**src/rtl/rcd_pkg.sv**
```systemverilog
package rcd_pkg;

    // Symbol codes delivered by the upstream pulse classifier.
    typedef enum logic [2:0] {
        SYM_HDR = 3'd0,
        SYM_D0  = 3'd1,
        SYM_D1  = 3'd2,
        SYM_SPC = 3'd3,
        SYM_END = 3'd4
    } sym_e;

    typedef enum logic [1:0] {
        ST_IDLE = 2'd0,
        ST_HUNT = 2'd1,
        ST_DATA = 2'd2
    } rx_state_e;

    // One-cycle decode events handed from the controller to flags and buffer.
    typedef struct packed {
        logic new_frame;
        logic acc_hdr;
        logic acc_bit;
        logic bit_val;
        logic acc_spc;
        logic pre_err;
    } rx_evt_t;

endpackage

```
**src/rtl/rcd_fsm.sv**
```systemverilog
module rcd_fsm
    import rcd_pkg::*;
(
    input  logic       clk,
    input  logic       rst_n,
    input  logic       sym_valid,
    input  logic [2:0] sym_code,
    input  logic       hdr_en,
    input  logic       spc_en,
    output rx_evt_t    evt
);

    rx_state_e state, eff, nxt;
    logic      known, hdr_mode, spc_mode;

    assign known    = sym_valid && (sym_code <= SYM_END);
    assign hdr_mode = hdr_en & ~spc_en;
    assign spc_mode = spc_en & ~hdr_en;

    // Effective state: a strobe in IDLE opens a frame and is handled at once
    always_comb begin
        eff = state;
        if (known && state == ST_IDLE)
            eff = hdr_mode ? ST_HUNT : ST_DATA;
    end

    // Next-state logic
    always_comb begin
        nxt = eff;
        if (known) begin
            unique case (eff)
                ST_IDLE: nxt = ST_IDLE;
                ST_HUNT: begin
                    if (sym_code == SYM_HDR)      nxt = ST_DATA;
                    else if (sym_code == SYM_END) nxt = ST_IDLE;
                    else                          nxt = ST_HUNT;
                end
                ST_DATA: begin
                    if (sym_code == SYM_END) nxt = ST_IDLE;
                    else                     nxt = ST_DATA;
                end
                default: nxt = ST_IDLE;
            endcase
        end else begin
            nxt = state;
        end
    end

    // State register
    always_ff @(posedge clk or negedge rst_n) begin
        if (!rst_n) state <= ST_IDLE;
        else        state <= nxt;
    end

    // Event outputs
    always_comb begin
        evt = '0;
        if (known) begin
            evt.new_frame = (state == ST_IDLE);
            unique case (eff)
                ST_IDLE: ;
                ST_HUNT: begin
                    unique case (sym_code)
                        SYM_HDR: evt.acc_hdr = 1'b1;
                        SYM_D0, SYM_D1, SYM_SPC: evt.pre_err = 1'b1;
                        default: ;
                    endcase
                end
                ST_DATA: begin
                    unique case (sym_code)
                        SYM_HDR: evt.acc_hdr = hdr_mode;
                        SYM_D0: evt.acc_bit = 1'b1;
                        SYM_D1: begin
                            evt.acc_bit = 1'b1;
                            evt.bit_val = 1'b1;
                        end
                        SYM_SPC: evt.acc_spc = spc_mode;
                        default: ;
                    endcase
                end
                default: ;
            endcase
        end
    end

    // header acceptance only with special mode off
    assert_hdr_excl_R7: assert property (@(posedge clk) disable iff (!rst_n)
        (evt.acc_hdr && state == ST_DATA) |-> !spc_en);
    // special acceptance only with header mode off
    assert_spc_excl_R7: assert property (@(posedge clk) disable iff (!rst_n)
        evt.acc_spc |-> !hdr_en);
    // frame end always lands in IDLE
    assert_end_idle_R9: assert property (@(posedge clk) disable iff (!rst_n)
        (known && sym_code == SYM_END) |=> state == ST_IDLE);

endmodule

```
**src/rtl/rcd_flags.sv**
```systemverilog
module rcd_flags
    import rcd_pkg::*;
#(
    parameter bit HOLD_OK = 1'b1
) (
    input  logic    clk,
    input  logic    rst_n,
    input  rx_evt_t evt,
    input  logic    err_hold,
    input  logic    flag_clr,
    output logic    started,
    output logic    hdr_seen,
    output logic    d0_seen,
    output logic    d1_seen,
    output logic    spc_seen,
    output logic    rx_err
);

    typedef struct packed {
        logic st, hd, d0, d1, sp, er;
    } flag_t;

    flag_t cur, nxt;
    logic  hold_eff;

    generate
        if (HOLD_OK) begin : g_hold
            assign hold_eff = err_hold;
        end else begin : g_nohold
            logic unused_hold;
            assign unused_hold = err_hold;
            assign hold_eff    = 1'b0;
        end
    endgenerate

    // Clear first, then this cycle's events take precedence
    always_comb begin
        nxt = flag_clr ? '0 : cur;
        if (evt.new_frame) nxt.st = 1'b1;
        if (evt.acc_hdr)   nxt.hd = 1'b1;
        if (evt.acc_spc)   nxt.sp = 1'b1;
        if (evt.pre_err)   nxt.er = 1'b1;
        if (evt.acc_bit) begin
            nxt.d0 = ~evt.bit_val;
            nxt.d1 = evt.bit_val;
            if (!hold_eff) nxt.er = 1'b0;
        end
    end

    always_ff @(posedge clk or negedge rst_n) begin
        if (!rst_n) cur <= '0;
        else        cur <= nxt;
    end

    assign started  = cur.st;
    assign hdr_seen = cur.hd;
    assign d0_seen  = cur.d0;
    assign d1_seen  = cur.d1;
    assign spc_seen = cur.sp;
    assign rx_err   = cur.er;

    // a pre-header error leaves the data and special flags alone
    assert_pre_err_flags_R3: assert property (@(posedge clk) disable iff (!rst_n)
        (evt.pre_err && !flag_clr) |=> ($stable(d0_seen) && $stable(d1_seen) && $stable(spc_seen)));
    // the two data flags never both set
    assert_data_flags_R6: assert property (@(posedge clk) disable iff (!rst_n)
        $onehot0({d0_seen, d1_seen}));
    // held error survives until explicit clear
    assert_err_hold_R8: assert property (@(posedge clk) disable iff (!rst_n)
        (HOLD_OK && err_hold && rx_err && !flag_clr) |=> rx_err);

endmodule

```
**src/rtl/rcd_rxbuf.sv**
```systemverilog
module rcd_rxbuf #(
    parameter int BUF_BITS = 48,
    parameter bit STORE    = 1'b1,
    localparam int CNT_W   = $clog2(BUF_BITS)
) (
    input  logic                clk,
    input  logic                rst_n,
    input  logic                restart,
    input  logic                wr_en,
    input  logic                wr_bit,
    output logic [BUF_BITS-1:0] buf_q,
    output logic [CNT_W-1:0]    cnt
);

    localparam logic [CNT_W-1:0] LAST = CNT_W'(BUF_BITS - 1);

    logic [CNT_W-1:0] idx;

    // A restart in the same cycle as a bit places that bit at index 0
    assign idx = restart ? '0 : cnt;

    always_ff @(posedge clk or negedge rst_n) begin
        if (!rst_n)
            cnt <= '0;
        else if (wr_en)
            cnt <= (idx == LAST) ? '0 : idx + 1'b1;
        else if (restart)
            cnt <= '0;
    end

    generate
        if (STORE) begin : g_store
            always_ff @(posedge clk or negedge rst_n) begin
                if (!rst_n)     buf_q <= '0;
                else if (wr_en) buf_q[idx] <= wr_bit;
            end
            // buffer changes only on an accepted data bit
            assert_no_stray_write_R3: assert property (@(posedge clk) disable iff (!rst_n)
                !wr_en |=> $stable(buf_q));
            // the accepted bit lands at its index
            assert_bit_placed_R5: assert property (@(posedge clk) disable iff (!rst_n)
                wr_en |=> buf_q[$past(idx)] == $past(wr_bit));
        end else begin : g_nostore
            logic unused_bit;
            assign unused_bit = wr_bit;
            assign buf_q      = '0;
        end
    endgenerate

    // count stays within the buffer
    assert_cnt_range_R5: assert property (@(posedge clk) disable iff (!rst_n)
        cnt <= LAST);

endmodule

```
**src/rtl/rcd_frame_rx.sv**
```systemverilog
module rcd_frame_rx
    import rcd_pkg::*;
#(
    parameter int BUF_BITS = 48,
    parameter bit FULL_CH  = 1'b1,
    localparam int CNT_W   = $clog2(BUF_BITS)
) (
    input  logic                clk,
    input  logic                rst_n,
    input  logic                sym_valid,
    input  logic [2:0]          sym_code,
    input  logic                hdr_en,
    input  logic                spc_en,
    input  logic                err_hold,
    input  logic                flag_clr,
    output logic                started,
    output logic                hdr_seen,
    output logic                d0_seen,
    output logic                d1_seen,
    output logic                spc_seen,
    output logic                rx_err,
    output logic [BUF_BITS-1:0] rx_buf,
    output logic [CNT_W-1:0]    bit_cnt
);

    rx_evt_t evt;

    rcd_fsm u_fsm (
        .clk       (clk),
        .rst_n     (rst_n),
        .sym_valid (sym_valid),
        .sym_code  (sym_code),
        .hdr_en    (hdr_en),
        .spc_en    (spc_en),
        .evt       (evt)
    );

    rcd_flags #(.HOLD_OK(FULL_CH)) u_flags (
        .clk      (clk),
        .rst_n    (rst_n),
        .evt      (evt),
        .err_hold (err_hold),
        .flag_clr (flag_clr),
        .started  (started),
        .hdr_seen (hdr_seen),
        .d0_seen  (d0_seen),
        .d1_seen  (d1_seen),
        .spc_seen (spc_seen),
        .rx_err   (rx_err)
    );

    rcd_rxbuf #(.BUF_BITS(BUF_BITS), .STORE(FULL_CH)) u_buf (
        .clk     (clk),
        .rst_n   (rst_n),
        .restart (evt.new_frame | evt.acc_hdr),
        .wr_en   (evt.acc_bit),
        .wr_bit  (evt.bit_val),
        .buf_q   (rx_buf),
        .cnt     (bit_cnt)
    );

endmodule

```
**config.mk**
```make
export PLATFORM = sky130hd
export DESIGN_NAME = rcd_frame_rx
export DESIGN_NICKNAME = d
export VERILOG_FILES = /design/src/rtl/rcd_pkg.sv /design/src/rtl/rcd_fsm.sv /design/src/rtl/rcd_flags.sv /design/src/rtl/rcd_rxbuf.sv /design/src/rtl/rcd_frame_rx.sv
export SDC_FILE = /design/constraint.sdc
export NUM_CORES = 1
export LEC_CHECK = 0
export ABC_CLOCK_PERIOD_IN_PS = 3650
export BUFFER_PORTS_ARGS = -buffer_cell sky130_fd_sc_hd__buf_2
export CAP_MARGIN = 20
export CORE_ASPECT_RATIO = 2
export CORE_MARGIN = 8
export CORE_UTILIZATION = 45
export CTS_CLUSTER_SIZE = 30
export DETAILED_ROUTE_END_ITERATION = 12
export PLACE_DENSITY = 0.69
export REMOVE_ABC_BUFFERS = 1
export SYNTH_ARGS = -nofsm -noshare
export SYNTH_HDL_FRONTEND = slang
export SYNTH_SLANG_ARGS = --single-unit
```
**constraint.sdc**
```tcl
create_clock -name clk -period 3.65 [get_ports clk]
set_input_delay 0 -clock clk [delete_from_list [all_inputs] [get_ports clk]]
set_output_delay 0 -clock clk [all_outputs]
set_load 0.1 [all_outputs]
```
# == Yosys cells after proc, flatten, opt, wreduce, memory -nomap -nowiden ==
# Index checks and enable logic that the tools add are counted.
# totals
out_inout_bits,60
in_bits,10
regBits,62
# op_classes
reduce_logical,11
n_eq_ne,7
add_sub_neg,1
n_bitwise,6
n_lt_le_gt_ge,3
n_mux,30
# op_table
cell,count
bitwise mux 48 bit,1
two-way mux 6 bit,5
two-way mux 1 bit,15
two-way mux 2 bit,5
nonzero test 2 bit,4
"< comparator 6 x 7 -> 1 bit, second input constant",1
"adder 6 x 1 -> 6 bit, second input constant",1
demux 1 bit (select 6 bit),1
"equality test 3 x 2 -> 1 bit, second input constant",2
"equality test 6 bit, second input constant",1
"greater-or-equal comparator 6 x 1 -> 1 bit, second input constant",1
case mux 2 bit (2 select lines),1
"equality test 3 x 1 -> 1 bit, second input constant",1
"equality test 3 bit, second input constant",1
"less-or-equal comparator 3 bit, second input constant",1
logical AND 1 bit,3
logical NOT 3 bit,1
two-way mux 3 bit,1
NOT 1 bit,3
OR reduction 3 bit,1
AND 1 bit,2
"equality test 2 x 1 -> 1 bit, second input constant",1
"equality test 2 bit, second input constant",1
logical NOT 2 bit,1
3 further kinds,3

# == Logic depth before layout (Yosys ltp) ==
# depth
word_depth,14
depth_mapped,14
ltp_nobuf,13

# == By module ==
# A second synthesis with hierarchy kept.
# hier_totals
cells_unflattened,262
area_unflattened_um2,3111.7
# by_module_without_submodules
mod,area_per_inst_um2,n_inst,cells_per_inst,seq_area_each_um2
rcd_rxbuf,2632.5,1,211,1351.3
rcd_fsm,252.7,1,33,50.0
rcd_flags,220.2,1,17,150.1
rcd_frame_rx,6.3,1,1,0.0

# == Worst setup path after synthesis ==
# No wires, ideal clock.
# synth_path
kind,reg-to-reg
start,reg u_fsm.state[0]
end,reg u_buf.cnt[4]
setup_slack_ps,617
arrival_ps,2911
required_ps,3527
n_path_buf,0
synth_period_minus_slack_ps,3033
path_stages_with_launch,14
setup_time_ps,123
cell_sequence,dfrtp_1 > or3b_1 > nand2b_1 > nor3b_1 > nor2_1 > ha_1 > nor3b_1 > o211ai_1 > nand2_1 > nor2_1 > ha_1 > nand3_1 > mux2i_1 > nor2_1
# synth_via
elab_chain_cells,11
word_cells_on_any_way,14
cone_classes,add/sub (1); eq/ne (3); mux (7); bitwise (1); reduce/logical (2)
# synth_rtl
element,line_no,rtl
"start, declared",rcd_fsm.sv:13,"rx_state_e state, eff, nxt;"
"start signal, assigned",rcd_fsm.sv:52,else state <= nxt;
logical NOT 2 bit,"rcd_fsm.sv:23, rcd_fsm.sv:59",
logical AND 1 bit,rcd_fsm.sv:23,if (known && state == ST_IDLE)
two-way mux 2 bit,rcd_fsm.sv:23,
equality test 2 bit / equality test 2 x 1 -> 1 bit (equally long branches),rcd_fsm.sv:60,unique case (eff)
case mux 1 bit (2 select lines),rcd_fsm.sv:60,
two-way mux 6 bit *,rcd_fsm.sv:58,if (known) begin
OR 1 bit,rcd_frame_rx.sv:55,".restart (evt.new_frame | evt.acc_hdr),"
two-way mux 6 bit,-,
adder 6 x 1 -> 6 bit / equality test 6 bit (equally long branches),rcd_rxbuf.sv:26,cnt <= (idx == LAST) ? '0 : idx + 1'b1;
two-way mux 6 bit,rcd_rxbuf.sv:26,
two-way mux 6 bit *,rcd_rxbuf.sv:25,else if (wr_en)
"end signal, assigned",rcd_rxbuf.sv:26,
"end, declared",rcd_rxbuf.sv:12,output logic [CNT_W-1:0] cnt
# Mark *: on every way between the ends. The rest lies on a longest branch, timed or not.
# A chain may end at the register's enable or synchronous reset.

# == Worst setup path after layout ==
# layout_path
start,reg u_fsm.state[0]
end,reg u_buf.buf_q[9]
# layout_via
elab_chain_cells,13
word_cells_on_any_way,16
cone_classes,order compare (2); eq/ne (2); mux (8); bitwise (1); reduce/logical (3)
# layout_rtl
element,line_no,rtl
logical NOT 2 bit,"rcd_fsm.sv:23, rcd_fsm.sv:59",
logical AND 1 bit,rcd_fsm.sv:23,
two-way mux 2 bit,rcd_fsm.sv:23,
equality test 2 bit / equality test 2 x 1 -> 1 bit (equally long branches),rcd_fsm.sv:60,
case mux 1 bit (2 select lines),rcd_fsm.sv:60,
two-way mux 6 bit *,rcd_fsm.sv:58,
OR 1 bit,rcd_frame_rx.sv:55,
two-way mux 6 bit,-,
< comparator 6 x 7 -> 1 bit (not written as such) / greater-or-equal comparator 6 x 1 -> 1 bit (equally long branches),rcd_rxbuf.sv:35,else if (wr_en) buf_q[idx] <= wr_bit;
logical AND 1 bit (not written as such),rcd_rxbuf.sv:35,
two-way mux 1 bit (not written as such),rcd_rxbuf.sv:35,
demux 1 bit (select 6 bit),-,
bitwise mux 48 bit,rcd_rxbuf.sv:35,
"end signal, assigned by index",rcd_rxbuf.sv:35,
"end, declared",rcd_rxbuf.sv:11,"output logic [BUF_BITS-1:0] buf_q,"
# Marks and branches as above.

==> impl_results.md <==
- Outcome: finished, final reports clean
- Xor and xnor fraction of the mapped netlist area: 1.14%
- Nature of the critical path startpoint: flip-flop
- Arithmetic-cell share of the synthesized area counting full adders, half adders and majority gates: 1.26%
- I/O pin cnt: 70
- Clock tree buffer depth: 2
- Number of remaining DRC errors: 0
- Placed cells: 414
- Clock transition time at the flip-flop clock pins of the worst setup and hold paths: 0.05 ns
- Post-Syn Area: 0.00298 mm²
- Path type of the worst min-delay path: in2reg
- Grt ovf: 0
- Sequential share of the synthesized area: 52.1%
- Classification of the worst setup path: reg2reg
- Total power: 1.65 mW
- Final Hold Violating Endpoints: 0
- Combinational family with the most area after synthesis: multiplexers
- Area after DPL: 0.00341 mm²
- Sum Neg Setup Slack: 0 ns
- DRT antenna net count: 0
- HPWL reported at the end of detailed placement: 5450 µm
- Die extent in y: 131 µm
- Share of synthesized flip-flops with an asynchronous set or reset: 100%
- Mean post-synth cell area: 11.2 µm²
- Worst slack on hold paths: 0.0417 ns
- Die width: 73.5 µm
- Number of CTS-inserted buffers: 9
- Final Non-Filler Cells: 436
- Power density over the cells: 438 mW/mm²
- Die area: 0.00963 mm²
- Final #Nets: 356
- Wire length of the first global-routing pass: 12,300 µm
- Fin crit share: 95.1%
- Number of setup buffers added after CTS: 0
- Number of max-capacitance violations reported: 0
- Number of synthesized flops with an enable pin: 0
- Total routing resource utilization after global routing: 16.7%
- Post-synthesis cell count: 266
- Arrival time of data at the critical path endpoint: 3.68 ns
- Total via count in the routed design: 2,351
- Setup repair after global routing missed its margin: no
- Number of pins with negative max-slew slack in the final report: 0
- Initial DRT Pass Iterations: 4
- Core Area: 0.00652 mm²
- Worst supply voltage drop on vdd: 389 µV
- Count of state elements after synthesis: 62
- Min cycle time layout: 3.47 ns
- Sum of routed wire length over all layers: 7500 µm
- Leading register cell type out of synthesis: sky130_fd_sc_hd__dfrtp_1
- Compound-cell area share of the yosys netlist: 5.47%
- Library cells used by synthesis: 48
- Initial antenna violation count: 0
- Number of placement rows: 42
- Number of H-tree levels: 3
- Warnings from Yosys: 0
- Simple-gate share of the synthesized area: 17.9%
- Data required time of the critical path: 3.86 ns
- Port-buffer cells: 69
- Final-report setup violation count: 0
- Effective utilization at floorplan: 45.7%
- TritonCTS clock tree: built
- Number of clock sinks: 62
- Share of layout cells above drive strength 1: 42.5%
- Worst-Skew Late Latency: 0.33 ns
- Measured slew at the worst slew-check pin: 0.902 ns
- Static leakage power: 1.96 nW
- Average routed wire per standard cell: 17.2 µm
- Violation count after the first detailed-route iteration: 173
- Peak fanout along the critical path: 7
- Clock tree root buffer cell: sky130_fd_sc_hd__clkbuf_16
- Mux cell area share after synthesis: 19.3%
- F_max: 288 MHz
- Max transition margin: 39.4%
- Pin count of the biggest net entering global routing: 50
- Area growth, synth to finish: 26.5%
- Worst clock skew on the final layout: 0.00723 ns
- Worst setup EP type: flip-flop
- Area of all placed cells without fillers: 0.00376 mm²
- Routability cong.: 0.894
- Via density: 5.39
- Via count of the first global-routing pass: 2,457
- Final antenna diode count: 0
power by group:
part	internal [mW]	leakage, nW	total [mW]	switching, mW
registers	0.696	0.863	0.707	0.0104
clock network	0.525	0.137	0.799	0.274
logic	0.0344	0.965	0.143	0.109
total	1.26	1.96	1.65	0.393
worst max-delay path, stage by stage, from the launching register on:
cell                       delay, ns
sky130_fd_sc_hd__dfrtp_1        0.41
sky130_fd_sc_hd__or3b_1         0.43
sky130_fd_sc_hd__nand2b_1       0.24
sky130_fd_sc_hd__nor3b_1        0.29
sky130_fd_sc_hd__nor2_1         0.11
sky130_fd_sc_hd__ha_1           0.24
sky130_fd_sc_hd__and3b_1        0.18
sky130_fd_sc_hd__o211a_1        0.27
sky130_fd_sc_hd__nor3_1         0.75
sky130_fd_sc_hd__nand2_1        0.14
sky130_fd_sc_hd__mux2_2         0.30
state kept, by name, summed over array words and instances (netlist names):
name and flops:
u_buf.buf_q 48, u_flags.rx_err 1, u_fsm.state 2, u_flags.spc_seen 1, u_flags.d1_seen 1, u_flags.hdr_seen 1, u_flags.d0_seen 1, u_buf.cnt 6
u_flags.started 1
area by class of cell:
type                    count  area (µm²)
fillers                   599        2750
flip-flops and latches     62        1550
multi-input cells         182        1350
repair buffers             78         428
clock buffers              12         236
well taps                  88         110
clock inverters             4        47.5
inverters                  10        37.5
per-stage QoR:
| step | utilization [%] | setup slack [ns] |
|---|---|---|
| 2_1_floorplan | - | 0.338 |
| 3_3_place_gp | 52.3 | 0.252 |
| 3_5_place_dp | 52.3 | 0.0972 |
| 4_1_cts | 57.6 | 0.0820 |
| 5_1_grt | 57.7 | 0.00213 |
| 6_report | 57.7 | 0.180 |
Yosys cell counts, types with 2 or more instances:
library cell | instances | share of area (%)
sky130_fd_sc_hd__o21ai_0 | 4 | 0.67
sky130_fd_sc_hd__inv_1 | 10 | 1.3
sky130_fd_sc_hd__o32ai_1 | 2 | 0.59
sky130_fd_sc_hd__nor2_1 | 15 | 1.9
sky130_fd_sc_hd__dfrtp_1 | 62 | 52
sky130_fd_sc_hd__nor3_1 | 6 | 1.0
sky130_fd_sc_hd__nor3b_1 | 4 | 1.0
sky130_fd_sc_hd__nand2b_1 | 2 | 0.42
sky130_fd_sc_hd__nor2b_1 | 3 | 0.63
sky130_fd_sc_hd__nand2_1 | 47 | 5.9
sky130_fd_sc_hd__nand3_1 | 5 | 0.84
sky130_fd_sc_hd__a21oi_1 | 2 | 0.34
sky130_fd_sc_hd__and3b_1 | 3 | 0.88
sky130_fd_sc_hd__clkbuf_1 | 10 | 1.3
sky130_fd_sc_hd__nor4_1 | 2 | 0.42
sky130_fd_sc_hd__nor3_2 | 2 | 0.67
sky130_fd_sc_hd__a31oi_1 | 2 | 0.42
sky130_fd_sc_hd__ha_1 | 3 | 1.3
sky130_fd_sc_hd__mux2_2 | 50 | 19
sky130_fd_sc_hd__and3_1 | 4 | 0.84
worst paths after layout:
kind,cells after the start,to,slack [ns],startpoint
max,10,u_buf.buf_q[9],0.18,u_fsm.state[0]
min,3,u_fsm.state[0],0.04,sym_valid
max reg2reg,10,u_buf.buf_q[9],0.18,u_fsm.state[0]
min reg2reg,1,u_buf.buf_q[24],0.50,u_buf.buf_q[24]
max in group asynchronous,3,u_buf.buf_q[45],2.53,rst_n
min in group asynchronous,2,u_buf.buf_q[32],0.27,rst_n
cells in the final DEF (no fill, tap or decap), drive strengths merged, types with 3 or more instances in the layout:
cell / instances
o21ai: 5
buf: 72
dlygate4sd3: 6
nand2: 48
mux2: 50
nor3: 8
clkbuf: 12
nand3: 6
and3b: 3
inv: 10
and3: 4
dfrtp: 62
ha: 3
nor4: 4
nor2: 15
nor2b: 3
nor3b: 4
routing by layer:
| layer | vias up | global-route usage, % | share of wire [%] |
|---|---|---|---|
| met5 | - | 0 | 0 |
| met4 | 0 | 7.24 | 1.5 |
| met3 | 13 | 6.73 | 9.0 |
| met2 | 106 | 26.4 | 49 |
| met1 | 1147 | 19.3 | 40 |
| li1 | 1085 | - | - |
logic make-up after synthesis:
| kind of cell | count (synthesis) |
|---|---|
| xor gates and xnor gates | 3 |
| and+or+nand+nor | 103 |
| adders and majority gates | 3 |
| DFF | 62 |
| AOI/OAI and AO/OA | 22 |
| buffers and inverters | 22 |
| muxes | 51 |
what timing repair did:
action,4_1_cts,5_1_grt
resized for setup,0,2
hold buffers,6,0
endpoints found under the setup margin,0,24
endpoints found under the hold margin,36,0
Note: power is estimated with default switching activity, not from simulation.
